<file path="src/rtl/bus88_pkg.sv">
package bus88_pkg;

    parameter int unsigned ADDR_W = 20;
    parameter int unsigned DATA_W = 8;
    parameter int unsigned CODE_W = 3;
    localparam int unsigned MID_W = 8;
    localparam int unsigned LO_W  = DATA_W;
    localparam int unsigned HI_W  = ADDR_W - MID_W - LO_W;

    typedef enum logic [CODE_W-1:0] {
        CODE_INTA    = 3'd0,
        CODE_IO_RD   = 3'd1,
        CODE_IO_WR   = 3'd2,
        CODE_HALT    = 3'd3,
        CODE_FETCH   = 3'd4,
        CODE_MEM_RD  = 3'd5,
        CODE_MEM_WR  = 3'd6,
        CODE_PASSIVE = 3'd7
    } bus_code_e;

    typedef enum logic [2:0] {
        PH_IDLE  = 3'd0,
        PH_SETUP = 3'd1,
        PH_T1    = 3'd2,
        PH_T2    = 3'd3,
        PH_T3    = 3'd4,
        PH_T4    = 3'd5
    } phase_e;

    typedef struct packed {
        bus_code_e         code;
        logic [ADDR_W-1:0] addr;
        logic [DATA_W-1:0] wdata;
    } bus_req_t;

    function automatic logic code_writes(bus_code_e c);
        return (c == CODE_IO_WR) || (c == CODE_MEM_WR);
    endfunction

    function automatic logic code_reads(bus_code_e c);
        return (c == CODE_IO_RD) || (c == CODE_FETCH) || (c == CODE_MEM_RD);
    endfunction

    function automatic logic phase_active(phase_e p);
        return (p == PH_T1) || (p == PH_T2) || (p == PH_T3);
    endfunction

endpackage

</file>
<file path="src/rtl/bus88_seq.sv">
module bus88_seq
    import bus88_pkg::*;
(
    input  logic   clk,
    input  logic   rst,
    input  logic   req_valid,
    input  logic   ready,
    output phase_e phase,
    output logic   accept,
    output logic   capture
);

    phase_e phase_q;
    phase_e phase_d;

    always_comb begin
        phase_d = phase_q;
        case (phase_q)
            PH_IDLE:  if (req_valid) phase_d = PH_SETUP;
            PH_SETUP: phase_d = PH_T1;
            PH_T1:    phase_d = PH_T2;
            PH_T2:    phase_d = PH_T3;
            PH_T3:    if (ready) phase_d = PH_T4;
            PH_T4:    phase_d = PH_IDLE;
            default:  phase_d = PH_IDLE;
        endcase
    end

    always_ff @(posedge clk) begin
        if (rst) phase_q <= PH_IDLE;
        else     phase_q <= phase_d;
    end

    assign phase   = phase_q;
    assign accept  = (phase_q == PH_IDLE) && req_valid;
    assign capture = (phase_q == PH_T3) && ready;

    // a low READY sample keeps the cycle in T3/Tw
    assert_wait_hold_R7: assert property (@(posedge clk) disable iff (rst)
        (phase_q == PH_T3 && !ready) |=> (phase_q == PH_T3));

    // a high READY sample moves to T4
    assert_ready_to_t4_R8: assert property (@(posedge clk) disable iff (rst)
        (phase_q == PH_T3 && ready) |=> (phase_q == PH_T4));

    // every cycle starts with one setup cycle
    assert_setup_after_idle_R2: assert property (@(posedge clk) disable iff (rst)
        (phase_q == PH_IDLE && req_valid) |=> (phase_q == PH_SETUP));

endmodule

</file>
<file path="src/rtl/bus88_req_reg.sv">
module bus88_req_reg
    import bus88_pkg::*;
(
    input  logic     clk,
    input  logic     rst,
    input  logic     accept,
    input  bus_req_t req_d,
    output bus_req_t req_q
);

    always_ff @(posedge clk) begin
        if (rst)         req_q <= '{code: CODE_PASSIVE, addr: '0, wdata: '0};
        else if (accept) req_q <= req_d;
    end

endmodule

</file>
<file path="src/rtl/bus88_pins.sv">
module bus88_pins
    import bus88_pkg::*;
(
    input  logic              clk,
    input  logic              rst,
    input  phase_e            phase,
    input  bus_req_t          req,
    output logic [CODE_W-1:0] status,
    output logic [HI_W-1:0]   a_hi,
    output logic [MID_W-1:0]  a_mid,
    output logic [LO_W-1:0]   ad_out,
    output logic              ad_oe
);

    assign status = phase_active(phase) ? req.code : CODE_PASSIVE;
    assign a_hi   = req.addr[ADDR_W-1 -: HI_W];
    assign a_mid  = req.addr[LO_W +: MID_W];

    always_comb begin
        ad_out = '0;
        ad_oe  = 1'b0;
        case (phase)
            PH_SETUP, PH_T1: begin
                ad_out = req.addr[LO_W-1:0];
                ad_oe  = 1'b1;
            end
            PH_T2, PH_T3, PH_T4: begin
                ad_out = req.wdata;
                ad_oe  = code_writes(req.code);
            end
            default: begin
                ad_out = '0;
                ad_oe  = 1'b0;
            end
        endcase
    end

    // non-write cycles drive the low byte only for the address
    assert_no_data_drive_R6: assert property (@(posedge clk) disable iff (rst)
        (ad_oe && !code_writes(req.code)) |-> (phase == PH_SETUP || phase == PH_T1));

    // status is held unchanged from T1 through T3/Tw
    assert_status_held_R3: assert property (@(posedge clk) disable iff (rst)
        (phase == PH_T2 || phase == PH_T3) |-> (status == $past(status)));

endmodule

</file>
<file path="src/rtl/bus88_rdcap.sv">
module bus88_rdcap
    import bus88_pkg::*;
(
    input  logic              clk,
    input  logic              rst,
    input  logic              capture,
    input  bus_code_e         code,
    input  logic [DATA_W-1:0] ad_in,
    output logic [DATA_W-1:0] rd_data
);

    always_ff @(posedge clk) begin
        if (rst)                             rd_data <= '0;
        else if (capture && code_reads(code)) rd_data <= ad_in;
    end

    // non-read cycles leave the captured byte unchanged
    assert_rd_hold_R9: assert property (@(posedge clk) disable iff (rst)
        (capture && !code_reads(code)) |=> $stable(rd_data));

endmodule

</file>
<file path="src/rtl/bus88_master.sv">
module bus88_master
    import bus88_pkg::*;
(
    input  logic              clk,
    input  logic              rst,
    input  logic              req_valid,
    input  logic [CODE_W-1:0] req_status,
    input  logic [ADDR_W-1:0] req_addr,
    input  logic [DATA_W-1:0] req_wdata,
    output logic              req_ack,
    output logic [DATA_W-1:0] rd_data,
    output logic              busy,
    output logic [CODE_W-1:0] bus_status,
    output logic [HI_W-1:0]   bus_a_hi,
    output logic [MID_W-1:0]  bus_a_mid,
    output logic [LO_W-1:0]   ad_out,
    output logic              ad_oe,
    input  logic [LO_W-1:0]   ad_in,
    input  logic              ready
);

    phase_e   phase;
    logic     accept;
    logic     capture;
    bus_req_t req_d;
    bus_req_t req_q;

    assign req_d = '{code: bus_code_e'(req_status), addr: req_addr, wdata: req_wdata};

    bus88_seq u_seq (
        .clk       (clk),
        .rst       (rst),
        .req_valid (req_valid),
        .ready     (ready),
        .phase     (phase),
        .accept    (accept),
        .capture   (capture)
    );

    bus88_req_reg u_req (
        .clk    (clk),
        .rst    (rst),
        .accept (accept),
        .req_d  (req_d),
        .req_q  (req_q)
    );

    bus88_pins u_pins (
        .clk    (clk),
        .rst    (rst),
        .phase  (phase),
        .req    (req_q),
        .status (bus_status),
        .a_hi   (bus_a_hi),
        .a_mid  (bus_a_mid),
        .ad_out (ad_out),
        .ad_oe  (ad_oe)
    );

    bus88_rdcap u_rd (
        .clk     (clk),
        .rst     (rst),
        .capture (capture),
        .code    (req_q.code),
        .ad_in   (ad_in),
        .rd_data (rd_data)
    );

    assign req_ack = (phase == PH_T4);
    assign busy    = (phase != PH_IDLE);

    // acknowledge is a single-cycle pulse with passive status
    assert_ack_single_R8: assert property (@(posedge clk) disable iff (rst)
        req_ack |=> !req_ack);
    assert_ack_passive_R8: assert property (@(posedge clk) disable iff (rst)
        req_ack |-> (bus_status == CODE_PASSIVE));
    assert_ack_after_ready_R8: assert property (@(posedge clk) disable iff (rst)
        $rose(req_ack) |-> $past(ready));

    // a running cycle keeps its address regardless of req_valid
    assert_busy_addr_stable_R10: assert property (@(posedge clk) disable iff (rst)
        busy |=> ($stable(bus_a_hi) && $stable(bus_a_mid)));

    // passive status whenever idle
    assert_idle_passive_R1: assert property (@(posedge clk) disable iff (rst)
        !busy |-> (bus_status == CODE_PASSIVE && !ad_oe));

endmodule

</file>
<file path="config.mk">
export PLATFORM = sky130hd
export DESIGN_NAME = bus88_master
export DESIGN_NICKNAME = d
export VERILOG_FILES = /design/src/rtl/bus88_pkg.sv /design/src/rtl/bus88_seq.sv /design/src/rtl/bus88_req_reg.sv /design/src/rtl/bus88_pins.sv /design/src/rtl/bus88_rdcap.sv /design/src/rtl/bus88_master.sv
export SDC_FILE = /design/constraint.sdc
export NUM_CORES = 1
export LEC_CHECK = 0
export BUFFER_PORTS_ARGS = -buffer_cell sky130_fd_sc_hd__buf_2
export CELL_PAD_IN_SITES_DETAIL_PLACEMENT = 1
export CELL_PAD_IN_SITES_GLOBAL_PLACEMENT = 1
export CORE_UTILIZATION = 32
export CTS_BUF_LIST = sky130_fd_sc_hd__clkbuf_4 sky130_fd_sc_hd__clkbuf_8
export DETAILED_ROUTE_END_ITERATION = 10
export PLACE_DENSITY = 0.82
export SLEW_MARGIN = 5
export SYNTH_ARGS = -nofsm -noshare
export SYNTH_HDL_FRONTEND = slang
export SYNTH_SLANG_ARGS = --single-unit
</file>
<file path="constraint.sdc">
create_clock -name clk -period 1.46 [get_ports clk]
set_clock_uncertainty 0.1 [all_clocks]
set_input_delay 0 -clock clk [delete_from_list [all_inputs] [get_ports clk]]
set_output_delay 0 -clock clk [all_outputs]
set_load 0.1 [all_outputs]
</file>
Yosys cells after proc, flatten, opt, wreduce, memory -nomap -nowiden

Cells that the tools add are included.

Equal/unequal tests: 12
Mux-type cells: 6
Reduce and logical (&&, ||, !) cells: 13

Operators by type and width:

| kind                                                             | count |
|---|---|
| 8-bit case mux with 2 select lines                               | 1 |
| 3-bit == test (second input constant)                            | 5 |
| 3-bit case mux with 5 select lines                               | 1 |
| 3-bit by 2-bit == test with 1-bit output (second input constant) | 3 |
| 3-bit 2-to-1 mux                                                 | 3 |
| 3-bit by 1-bit == test with 1-bit output (second input constant) | 2 |
| 1-bit logical OR                                                 | 5 |
| 2-bit inequality test (second input constant)                    | 2 |
| 1-bit logical AND                                                | 3 |
| 3-bit logical NOT                                                | 1 |
| 3-bit nonzero test                                               | 1 |
| 3-bit OR reduction                                               | 1 |
| 1-bit case mux with 2 select lines                               | 1 |
| 2-bit AND reduction                                              | 1 |
| 2-bit OR reduction                                               | 1 |

Register bits after elaboration: 42
Output and inout bits: 34

Depth between registers and ports, before layout

Depth in word-level cells: 4
Mapped depth: 6
Gate-level depth less buffers: 3

Modules after synthesis

From an unflattened synthesis, not the netlist that was laid out.

Cell total of the unflattened synthesis: 214
Area, all modules: 2,184.6 um^2

By module, submodules not included:

| module        | times used | cells an instance | area an instance (um^2) |
|---|---|---|---|
| bus88_req_reg | 1          | 100               | 1,134.8 |
| bus88_pins    | 1          | 62                | 526.8 |
| bus88_rdcap   | 1          | 36                | 371.6 |
| bus88_seq     | 1          | 14                | 135.1 |
| bus88_master  | 1          | 2                 | 16.3 |

Least setup slack after synthesis

OpenSTA, ideal clock, no wires.

Kind: reg-to-output
From: register u_seq.phase_q[2], in the netlist u_seq.phase[2]
To: output ad_oe
Arrival time: 3,073 ps
Required time: 1,360 ps
Path slack: -1,713 ps
Cell stages (with the launch flop): 5
Path buffers: 1
Cells stage by stage: dfxtp_1 > clkbuf_1 > or3_1 > o21ai_0 > a21oi_1

Longest elaborated chain between the ends: 3

RTL lines:

| element                                                  | line               | text |
|---|---|---|
| from (decl)                                              | bus88_seq.sv:13    | `phase_e phase_q;` |
| from (signal assigned)                                   | bus88_seq.sv:31    | `else phase_q <= phase_d;` |
| 3-bit == test, or another cell as far along              | bus88_pins.sv:22   | `case (phase)` |
| 3-bit OR reduction or 2-bit OR reduction (tied branches) | bus88_pins.sv:22   |  |
| 1-bit case mux with 2 select lines (*)                   | bus88_pins.sv:22   |  |
| to (decl)                                                | bus88_master.sv:17 | `output logic ad_oe,` |

Every way passes the cells marked *; elsewhere a longest branch is shown, timed or not.

Final worst setup path

From: register u_seq.phase_q[1], in the netlist u_seq.phase[1]
To: register u_rd.rd_data[6]

Longest elaborated chain between the ends: 3

RTL lines:

| element              | line              | text |
|---|---|---|
| 3-bit == test        | bus88_seq.sv:36   | `assign capture = (phase_q == PH_T3) && ready;` |
| 1-bit logical AND    | bus88_seq.sv:36   |  |
| 1-bit logical AND    | bus88_rdcap.sv:14 | `else if (capture && code_reads(code)) rd_data <= ad_in;` |
| to (signal assigned) | bus88_rdcap.sv:14 |  |
| to (decl)            | bus88_rdcap.sv:9  | `output logic [DATA_W-1:0] rd_data` |

Every way passes these cells.
A chain may end at the register's enable or synchronous reset.

==> results by group <==
Status
  – Status: finished with violations
  – Failing checks: setup timing

Worst setup path
  – Slowest CP cell: or3b_4
  – Max incr delay on CP: around 0.43 ns
  – CP cell instances: or3b_4 > buf_6 > nor4b_4 > buf_12 > mux2i_2
  – CP bufs+invs: 2
  – Worst Path Required: 1.57 ns
  – Reg-to-Reg End: u_rd.rd_data[6]
  – Worst Reg-to-Reg Cells: 5
  – Critical R2R Launch: u_seq.phase[1]
  – CP Data Arrival Time: ~2.0 ns
  – Crit. End Element: flip-flop
  – Crit Path Class: reg -> reg
  – Critical path depth: 5
  – CP max FO: 8
  – CP top delay family: simple AND/OR/NAND/NOR gates
  – Startpoint types: flip-flop
  – Reg2reg setup slack: -0.39 ns

Hold path
  – Hold WC Path Type: in -> reg
  – Hold_sp: rst
  – Hold Path Sink: u_req.req_q[18]
  – Hold Path Depth: 2

Logic synthesis
  – Syn_nets: 282
  – EDFF count, synth: 0
  – Syn avg cell area: 8.25 sq um
  – Synthesis-stage register bit count: 42
  – Seq/Total Area, Yosys: between 40% and 50%
  – Mux cell area share after synthesis: 4.57%
  – Post-synthesis compound-gate area fraction: 14.1%
  – Mapped Area: 0.00197 sq mm
  – Main synth FF type: dfxtp_1
  – Syn Inst Count: 239
  – Post-Synth XOR/XNOR Area: 0.444%
  – Adder-cell area share of the yosys netlist: 0%
  – Ys async rst share: 0%
  – Ys Warns: 0
  – Largest family of logic cells by synthesized area: simple AND/OR/NAND/NOR gates
  – Post-Synth Simple-Gate Area: 28.0%
  – Netlist cell types: 29

Floorplan
  – Effective utilization at floorplan: 33.3%
  – Chip Width: 80.5 microns
  – Row cnt: 28
  – IO Pins: 77
  – Die Height: approximately 80 microns
  – Full die area: 0.00648 sq mm
  – Core area: about 0.0059 sq mm

Clock network
  – Clock transition at path regs: 0.09 ns
  – Max Root-Sink Buffers: 2
  – CTS tree: done
  – # H-tree levels: 2
  – Clock latency on the worst-skew pair: 0.29 ns
  – CTS root buf: clkbuf_8
  – TritonCTS Sinks: 42
  – Total CTS buffers: 5

Timing
  – Fin. Hold Viols: 0
  – Min Tclk post-route: 1.85 ns
  – Period utilization: 127%
  – Max-slew headroom: approximately 57%
  – Worst-Margin Slew: ~0.65 ns
  – Slew Viols, Final: 0
  – RSZ-0062 raised after global routing: yes
  – Setup WS post-layout: -0.395 ns
  – Fmax: 539 MHz
  – Final setup vio count: 53

Route
  – DR iter-0 viols: 69
  – DR vias: between 2,000 and 2,500
  – DR WL/cell: 23.6 microns
  – Drt first pass iters: 4
  – Residual DRC count: 0
  – Post-DRT Antenna Nets: 0
  – Vias per cell: 5.18
  – Drt total wl: ~11,000 microns

Cells and area
  – Util after Layout: 70.9%
  – # nets final: 423
  – Most common cell after layout, fill and taps aside: buf_2
  – Filler instances: 588
  – N_diodes: 0
  – Finished Layout Cells: around 460
  – Commonest cells after routing, fill and taps aside: 62 x buf_2, 41 x dlygate4sd3_1, 39 x dfxtp_1
  – Synth-to-layout area growth: 113%
  – Share of layout cells above drive strength 1: between 50% and 60%

Global routing
  – First-pass GRT wire length: approximately 14,000 microns
  – Largest net degree at the start of global routing: 30
  – Total track usage: a little under a third
  – GRT overflow: 0
  – Vias in the first global route: ~2,500
  – Initial antenna violation count: 0

Place
  – DP HPWL: between 4000 and 5000 microns
  – Cells after DPL: ~380
  – Port Buffers: 76
  – GP Congestion: 0.762

Power
  – Power density cells: 1020 mW/mm^2
  – Leakage: about 1.7 nW
  – Max VDD drop: 0.727 mV

Run
  – Number of max-cap violations: 0
-- through the flow --
| step | setup TNS, ns | power (W) | area [sq um] | hold WS, ns | worst slack (ns) |
|---|---|---|---|---|---|
| 3_3_place_gp | -2.91 | 0.00257 | 2720 | 0.117 | -0.0944 |
| 3_5_place_dp | -4.83 | 0.00260 | 2720 | 0.125 | -0.127 |
| 6_report | -14.84 | 0.00430 | 4200 | 0.128 | -0.395 |
| 5_1_grt | -16.39 | 0.00444 | 4200 | 0.158 | -0.426 |
| 2_1_floorplan | -2.44 | 0.00227 | 2140 | 0.0169 | -0.112 |
| 4_1_cts | -10.99 | 0.00401 | 3950 | 0.0775 | -0.263 |
-- flip-flops by register name, indices dropped and copies added, names as in the netlist --
signal	cells
u_rd.rd_data	8
u_req.req_q	31
u_seq.phase	3
-- cell usage after synthesis (3+ instances only) --
| library cell | n | area (sq um) |
|---|---|---|
| a21oi_1 | 37 | 185 |
| a221oi_1 | 7 | 61.3 |
| buf_2 | 5 | 25.0 |
| buf_4 | 12 | 90.1 |
| buf_6 | 4 | 45.0 |
| clkbuf_1 | 9 | 33.8 |
| dfxtp_1 | 42 | 841 |
| mux2i_1 | 9 | 90.1 |
| nand2_1 | 59 | 221 |
| nand2b_1 | 25 | 156 |
| nor2_1 | 5 | 18.8 |
| nor3_1 | 4 | 20.0 |
| nor3_2 | 3 | 30.0 |
| or2_2 | 3 | 18.8 |
-- how the worst max path moves through the flow --
stage / end / slack, ns / startpoint
6_report: u_rd.rd_data[6] / -0.39 / u_seq.phase[1]
5_1_grt: u_rd.rd_data[6] / -0.43 / u_seq.phase[1]
4_1_cts: bus_status[2] / -0.26 / u_seq.phase[1]
3_5_place_dp: u_rd.rd_data[7] / -0.13 / u_seq.phase[1]
3_3_place_gp: u_req.req_q[9] / -0.09 / u_seq.phase[2]
2_1_floorplan: bus_status[0] / -0.11 / u_seq.phase[0]
-- kinds of logic (layout without fill, tap and decap cells) --
group	Yosys count	in the layout
simple gates	107	107
compound gates	48	48
flops	42	42
buf+inv	32	174
mux	9	9
xor+xnor	1	1
-- layout make-up --
cell class | count | area (sq um) | area share, %
multi-input combinational | 165 | 1470 | 35.0
timing repair buffer | 165 | 1690 | 40.2
inverter | 1 | 7.51 | 0.179
clock buffer | 6 | 82.6 | 1.97
sequential | 42 | 845 | 20.1
tap | 75 | 93.8 | 2.23
clock inverter | 2 | 12.5 | 0.298
-- layer usage --
layer / track usage [%] / vias to the layer above / wire length (microns)
met1: 34.5 / 1170 / 4460
met3: 5.45 / 28 / 438
met4: 12.3 / 0 / 389
met5: 0 / - / 0
met2: 54.2 / 95 / 5470
li1: - / 1068 / -
-- power breakdown --
group          internal [W]  leakage, nW  switching, W  total [W]
clock network      0.000381       0.0472      0.000432   0.000813
logic              0.000931         1.32       0.00121    0.00215
registers           0.00123        0.345      0.000112    0.00134
-- repair_timing --
action | in CTS | in global routing
gates cloned | 6 | 1
endpoints found under the setup margin | 54 | 54
hold endpoints to repair | 40 | 0
hold buffers | 41 | 0
gates resized for setup | 90 | 47
pin swaps | 18 | 18
buffers inserted | 19 | 6
No activity file was read; power rests on OpenSTA's default activity.
